### src/rtl/mexp_pkg.sv
package mexp_pkg;
   typedef enum logic [1:0] {
      S_IDLE = 2'd0,
      S_MUL  = 2'd1,
      S_ADD  = 2'd2
   } mexp_state_t;
endpackage

### src/rtl/mexp_csa3.sv
module mexp_csa3 #(
   parameter int WE = 16
) (
   input  logic [WE-1:0] x_i,
   input  logic [WE-1:0] y_i,
   input  logic [WE-1:0] z_i,
   output logic [WE-1:0] s_o,
   output logic [WE-1:0] c_o
);
   logic [WE-2:0] maj;

   assign s_o = x_i ^ y_i ^ z_i;
   assign maj = (x_i[WE-2:0] & y_i[WE-2:0]) | (x_i[WE-2:0] & z_i[WE-2:0])
              | (y_i[WE-2:0] & z_i[WE-2:0]);
   assign c_o = {maj, 1'b0};
endmodule

### src/rtl/mexp_csmul.sv
module mexp_csmul #(
   parameter int W = 14
) (
   input  logic         clk,
   input  logic         rst_n,
   input  logic         go,
   input  logic         en,
   input  logic [W-1:0] a1_i,
   input  logic [W-1:0] a2_i,
   input  logic [W-1:0] b1_i,
   input  logic [W-1:0] b2_i,
   input  logic [W-1:0] n_i,
   output logic [W-1:0] s1_o,
   output logic [W-1:0] s2_o
);
   localparam int WE = W + 1;

   logic [W-1:0]  ax, ay, bx, by, nr, s1r, s2r;
   logic          ac, ai, ac_nxt, qb;
   logic [WE-1:0] t1, t2, tb1, tb2, tn;
   logic [WE-1:0] u_s, u_c, v_s, v_c, f_s, f_c;
   logic          unused_lsb;

   // serial recovery of the multiplier bit from the carry-save A pair
   assign ai     = ax[0] ^ ay[0] ^ ac;
   assign ac_nxt = (ax[0] & ay[0]) | (ax[0] & ac) | (ay[0] & ac);

   assign t1  = {1'b0, s1r};
   assign t2  = {1'b0, s2r};
   assign tb1 = ai ? {1'b0, bx} : '0;
   assign tb2 = ai ? {1'b0, by} : '0;

   mexp_csa3 #(.WE(WE)) u_lvl1 (.x_i(t1),  .y_i(t2),  .z_i(tb1), .s_o(u_s), .c_o(u_c));
   mexp_csa3 #(.WE(WE)) u_lvl2 (.x_i(u_s), .y_i(u_c), .z_i(tb2), .s_o(v_s), .c_o(v_c));

   // parity of S + ai*B decides whether the modulus is added
   assign qb = v_s[0];
   assign tn = qb ? {1'b0, nr} : '0;

   mexp_csa3 #(.WE(WE)) u_lvl3 (.x_i(v_s), .y_i(v_c), .z_i(tn),  .s_o(f_s), .c_o(f_c));

   assign unused_lsb = f_s[0] ^ f_c[0];

   always_ff @(posedge clk) begin
      if (!rst_n) begin
         ax  <= '0;
         ay  <= '0;
         ac  <= 1'b0;
         bx  <= '0;
         by  <= '0;
         nr  <= '0;
         s1r <= '0;
         s2r <= '0;
      end else if (go) begin
         ax  <= a1_i;
         ay  <= a2_i;
         ac  <= 1'b0;
         bx  <= b1_i;
         by  <= b2_i;
         nr  <= n_i;
         s1r <= '0;
         s2r <= '0;
      end else if (en) begin
         s1r <= f_s[W:1];
         s2r <= f_c[W:1];
         ax  <= ax >> 1;
         ay  <= ay >> 1;
         ac  <= ac_nxt;
      end
   end

   assign s1_o = s1r;
   assign s2_o = s2r;
endmodule

### src/rtl/mexp_top.sv
module mexp_top
   import mexp_pkg::*;
#(
   parameter  int N_W  = 12,
   parameter  int E_W  = 8,
   localparam int DK_W = $clog2(E_W + 1)
) (
   input  logic            clk,
   input  logic            rst_n,
   input  logic            start,
   input  logic [N_W-1:0]  base_i,
   input  logic [N_W-1:0]  mod_i,
   input  logic [N_W-1:0]  rr_i,
   input  logic [E_W-1:0]  exp_i,
   input  logic [DK_W-1:0] explen_i,
   output logic            busy_o,
   output logic            valid_o,
   output logic [N_W-1:0]  result_o
);
   localparam int W    = N_W + 2;
   localparam int IT   = W;
   localparam int CW   = $clog2(IT + 2);
   localparam int PH_W = $clog2(E_W + 2);
   localparam logic [CW-1:0] CYC_LAST = CW'(IT + 1);
   localparam logic [CW-1:0] CYC_SUB  = CW'(IT);

   generate
      if (N_W < 3) begin : g_bad_nw
         $error("mexp_top: N_W must be at least 3");
      end
      if (E_W < 1) begin : g_bad_ew
         $error("mexp_top: E_W must be at least 1");
      end
   endgenerate

   mexp_state_t     st;
   logic [CW-1:0]   cyc;
   logic [PH_W-1:0] ph, ph_post;
   logic [DK_W-1:0] dkq;
   logic [E_W-1:0]  dsh;
   logic [N_W-1:0]  nq, kq, cq, res_q;
   logic [W-1:0]    p1, p2, r1, r2, acc;
   logic            cy, val_q;
   logic            is_pre, is_post, go, en;
   logic [W-1:0]    kx, cx, one_w, nx;
   logic [W-1:0]    sq_a1, sq_a2, sq_b1, sq_b2, sq_s1, sq_s2;
   logic [W-1:0]    ml_a1, ml_a2, ml_b1, ml_b2, ml_s1, ml_s2;
   logic            sb, cy_nxt;

   assign ph_post = PH_W'(dkq) + PH_W'(1);
   assign is_pre  = (ph == '0);
   assign is_post = (ph == ph_post);
   assign go      = (st == S_MUL) && (cyc == '0);
   assign en      = (st == S_MUL) && (cyc != '0) && (cyc != CYC_LAST);

   assign kx    = W'(kq);
   assign cx    = W'(cq);
   assign nx    = W'(nq);
   assign one_w = W'(1);

   // squaring path: K*C in pre-processing, P*P in the loop
   assign sq_a1 = is_pre ? kx : p1;
   assign sq_a2 = is_pre ? '0 : p2;
   assign sq_b1 = is_pre ? cx : p1;
   assign sq_b2 = is_pre ? '0 : p2;

   // accumulator path: K*1, then R*P (old P), then 1*R
   assign ml_a1 = is_pre ? kx : (is_post ? one_w : r1);
   assign ml_a2 = (is_pre || is_post) ? '0 : r2;
   assign ml_b1 = is_pre ? one_w : (is_post ? r1 : p1);
   assign ml_b2 = is_pre ? '0 : (is_post ? r2 : p2);

   mexp_csmul #(.W(W)) u_sq (
      .clk(clk), .rst_n(rst_n), .go(go), .en(en),
      .a1_i(sq_a1), .a2_i(sq_a2), .b1_i(sq_b1), .b2_i(sq_b2), .n_i(nx),
      .s1_o(sq_s1), .s2_o(sq_s2)
   );

   mexp_csmul #(.W(W)) u_ml (
      .clk(clk), .rst_n(rst_n), .go(go), .en(en),
      .a1_i(ml_a1), .a2_i(ml_a2), .b1_i(ml_b1), .b2_i(ml_b2), .n_i(nx),
      .s1_o(ml_s1), .s2_o(ml_s2)
   );

   assign sb     = r1[0] ^ r2[0] ^ cy;
   assign cy_nxt = (r1[0] & r2[0]) | (r1[0] & cy) | (r2[0] & cy);

   always_ff @(posedge clk) begin
      if (!rst_n) begin
         st    <= S_IDLE;
         cyc   <= '0;
         ph    <= '0;
         dkq   <= '0;
         dsh   <= '0;
         nq    <= '0;
         kq    <= '0;
         cq    <= '0;
         p1    <= '0;
         p2    <= '0;
         r1    <= '0;
         r2    <= '0;
         acc   <= '0;
         cy    <= 1'b0;
         res_q <= '0;
         val_q <= 1'b0;
      end else begin
         val_q <= 1'b0;
         case (st)
            S_IDLE: begin
               if (start) begin
                  st  <= S_MUL;
                  cyc <= '0;
                  ph  <= '0;
                  dkq <= explen_i;
                  dsh <= exp_i;
                  nq  <= mod_i;
                  kq  <= rr_i;
                  cq  <= base_i;
               end
            end
            S_MUL: begin
               if (cyc == CYC_LAST) begin
                  cyc <= '0;
                  ph  <= ph + PH_W'(1);
                  if (is_pre) begin
                     p1 <= sq_s1;
                     p2 <= sq_s2;
                     r1 <= ml_s1;
                     r2 <= ml_s2;
                  end else if (is_post) begin
                     r1  <= ml_s1;
                     r2  <= ml_s2;
                     acc <= '0;
                     cy  <= 1'b0;
                     st  <= S_ADD;
                  end else begin
                     p1  <= sq_s1;
                     p2  <= sq_s2;
                     dsh <= dsh >> 1;
                     if (dsh[0]) begin
                        r1 <= ml_s1;
                        r2 <= ml_s2;
                     end
                  end
               end else begin
                  cyc <= cyc + CW'(1);
               end
            end
            S_ADD: begin
               cyc <= cyc + CW'(1);
               if (cyc < CYC_SUB) begin
                  acc <= {sb, acc[W-1:1]};
                  cy  <= cy_nxt;
                  r1  <= r1 >> 1;
                  r2  <= r2 >> 1;
               end else if (cyc == CYC_SUB) begin
                  if (acc >= nx) acc <= acc - nx;
               end else begin
                  res_q <= acc[N_W-1:0];
                  val_q <= 1'b1;
                  st    <= S_IDLE;
                  cyc   <= '0;
               end
            end
            default: st <= S_IDLE;
         endcase
      end
   end

   assign busy_o   = (st != S_IDLE);
   assign valid_o  = val_q;
   assign result_o = res_q;
endmodule

### config.mk
export PLATFORM = sky130hd
export DESIGN_NAME = mexp_top
export DESIGN_NICKNAME = d
export VERILOG_FILES = /design/src/rtl/mexp_pkg.sv /design/src/rtl/mexp_csa3.sv /design/src/rtl/mexp_csmul.sv /design/src/rtl/mexp_top.sv
export SDC_FILE = /design/constraint.sdc
export NUM_CORES = 1
export LEC_CHECK = 0
export BUFFER_PORTS_ARGS = -buffer_cell sky130_fd_sc_hd__buf_2
export CAP_MARGIN = 40
export CORE_MARGIN = 5
export CORE_UTILIZATION = 60
export CTS_BUF_LIST = sky130_fd_sc_hd__clkbuf_2 sky130_fd_sc_hd__clkbuf_4 sky130_fd_sc_hd__clkbuf_8
export CTS_CLUSTER_SIZE = 20
export DETAILED_ROUTE_END_ITERATION = 16
export PLACE_DENSITY = 0.8
export SLEW_MARGIN = 15
export SYNTH_ARGS = -nofsm -noshare
export SYNTH_HDL_FRONTEND = slang
export SYNTH_SLANG_ARGS = --single-unit
### constraint.sdc
create_clock -name clk -period 5.15 [get_ports clk]
set_input_delay 1.03 -clock clk [delete_from_list [all_inputs] [get_ports clk]]
set_output_delay 1.03 -clock clk [all_outputs]
set_load 0.01 [all_outputs]
==> impl_metrics.toml <==
[power_and_ir_drop]
pwr_density_cell_mw_per_mm2 = 430
finalPower_mw = 7.74
p_leak_nw = 7.48
switchingPower_mw = 2.71
vdd_ir_drop_max_mv = 0.277
clockPowerShare = 0.317
power_frac_seq = 0.409
comb_power_share = 0.274
p_int_mw = 5.03
p_sw_frac = 0.350

[logic_synthesis]
synth_edf_count = 0
synthCells = 1894
seq_area_frac_synth = 0.396
synthFlopType = "dfxtp_1"
yosys.area.top_type_share = 0.396
yosysWarnings = 0
netlist_area_mm2 = 0.0164
avgSynthCellArea_um2 = 8.64
synth_fp_nets = 2054
synth-seq-cells = 324
synthTopCellsByArea = "dfxtp_1 (40%), fa_1 (9.8%), nand2_1 (8.3%)"
yosysUniqueCellTypes = 59
synth_area_leader_cell = "dfxtp_1"
async_flop_share = 0
synth_commonest_cells = "nand2_1 (364), dfxtp_1 (324), inv_1 (132)"
synth_most_common_cell = "nand2_1"

[clock_tree]
root_buffer = "clkbuf_8"
cts_buffers = 51
htreeDepth = 2
postCtsSetupBuffers = 0
ctsHoldBuffers = 0
insertion_delay_ns = 0.58
cts_tree = "yes"
clockBufferDepth = 3
clock_sink_count = 324
post_cts_resize_count = 0
cts.clk_slew.worst_paths_ns = 0.07

[critical_path]
crit_path_end_kind = "register"
critPathKind = "reg2reg"
crit_top_cell = "fa_1"
critPathSlowestCell = "fa_1"
reg2regPathDepth = 11
rr_endpoint = "u_ml.s1_o[9]"
worst_path_largest_cell_delay_ns = 0.99
critPathArrivalTime_ns = 4.12
critPathMaxFanout = 18
cp_cell_sequence = "inv_1 -> fa_1 -> buf_4 -> nor2b_1 -> fa_1 -> inv_1 -> fa_1 -> inv_1 -> fa_1 -> nand2_1 -> a21oi_1"
reg2reg_slack_ns = 1.51
required_ns = 5.63
worst_setup_path_start_kind = "register"
r2r_start = "u_ml.ac"

[status]
status = "finished clean"

[route]
first_pass_iters = 5
drt_iter0_markers = 1162
wl_per_cell_um = 18.5
ant_nets = 0
viasPerCell = 5.91
drt_wl_total_um = 42300
drc_errors = 0
via_count = 13500

[placed_design]
port_buffers = 64
hpwl_um = 28700
gp_congestion = 0.888
pre_cts_ws_ns = 1.60

[run]
max_cap_viol_count = 0

[timing]
period_share = 0.708
relSlewSlack = 0.434
fin_setup_tns_ns = 0
finalCriticalPeriod_ns = 3.64
fmax_mhz = 274
fin_worst_skew_ns = 0.0165
fin_ws_ns = 1.51
setup_violations = 0
rsz0062_at_grt = "no"
finalHoldViolCount = 0
maxSlewViolCount = 0
worstMarginPinSlew_ns = 0.849

[global_routing]
globalRouteMet3Util = 0.0493
grt_most_used_layer = "met2"
grt_util_met1 = 0.380
grt_overflow_total = 0
grt_usage = 0.276
antenna_found_initial = 3
grt_pass1_wl_um = 69300
grt_pass1_vias = 13400
grt_start_max_net_pins = 184
grtUsageMet2 = 0.437

[hold_path]
holdCritStartpoint = "u_ml.bx[1]"
min_path_cells = 2
min_path_type = "reg2reg"
hold_path_end = "u_ml.bx[1]"

[floorplan]
core_mm2 = 0.0269
die-area_mm2 = 0.0307
fp.dieH_um = 175
ios = 65
rows = 60
die_x_um = 175
initial_core_util = 0.609

[cells_and_area]
final_nets = 2062
antennaDiodeCount = 0
n_fill_cell = 2169
drive_gt1_frac = 0.103
area_growth_pct = 9.97
worst max path at each step:
stage	slack, ns	cells after the start	from	end
6_report	1.51	11	u_ml.ac	u_ml.s1_o[9]
5_1_grt	1.35	11	u_ml.ac	u_ml.s1_o[9]
4_1_cts	1.51	11	u_ml.ac	u_ml.s1_o[9]
3_5_place_dp	1.60	10	u_ml.ac	u_ml.s1_o[10]
3_3_place_gp	1.67	11	u_ml.ac	u_ml.s1_o[9]
2_1_floorplan	1.99	12	u_sq.ac	u_sq.s1_o[0]
through the flow:
stage                     std cells  hold slack [ns]  utilization  area, um2
after global routing           2283            0.479        0.670      18000
after CTS                      2282            0.452        0.669      18000
after global placement         2187            0.429        0.625      16800
after floorplan                1894            0.417            -      16400
after detailed placement       2189            0.438        0.626      16800
final                          2283            0.451        0.670      18000
layout make-up:
class / count / area [um2] / share of cell area
multi-input cells: 1304 / 8880 / 0.494
flip-flops and latches: 324 / 6490 / 0.360
clock buffers: 84 / 1080 / 0.0600
repair buffers: 89 / 532 / 0.0295
inverters: 132 / 495 / 0.0275
well taps: 341 / 427 / 0.0237
clock inverters: 9 / 97.6 / 0.00542
logic make-up (layout without fill, tap and decap cells):
group           Yosys count  in the layout  synth area share
simple gates            684            684             0.196
compound gates          432            432             0.177
flops                   324            324             0.396
buf+inv                 266            314            0.0643
fa+ha+maj               109            109             0.120
mux                      58             58            0.0355
xor+xnor                 21             21            0.0117
critical path, delay by kind of cell (launching register included):
family | cells | cell delay, ns
AO/OA/AOI/OAI | 1 | 0.16
adder cells (fa/ha/maj) | 4 | 2.45
buffers and inverters | 4 | 0.47
flip-flops | 1 | 0.34
AND/OR/NAND/NOR | 2 | 0.13
power groups by stage:
stage | Clock, mW | Sequential (mW) | Combinational, mW
floorplan | 0 | 3.07 | 1.62
global placement | 0 | 3.20 | 2.02
detailed placement | 0 | 3.21 | 2.08
CTS | 2.47 | 3.16 | 2.10
global route | 2.60 | 3.20 | 2.34
finish | 2.45 | 3.17 | 2.12
layout by cell type (no fill, tap or decap), types with 27 or more instances in the layout:
cell type,instances
a21boi_0,66
buf_2,64
a221oi_1,39
clkbuf_8,72
o211a_1,33
nand2b_1,27
a21oi_1,117
and2_1,36
nand2_1,361
fa_1,80
dfxtp_1,324
mux2i_1,58
inv_1,132
nand3_1,46
ha_1,28
o21ai_0,90
nor2_1,61
nor2b_1,74
routing by layer:
layer  wire length (um)  share of wire
met5                  9        0.00021
met4               1360          0.032
met3               3280          0.078
met2              19200           0.45
met1              18500           0.44
Power figures use the tool's default switching activity.
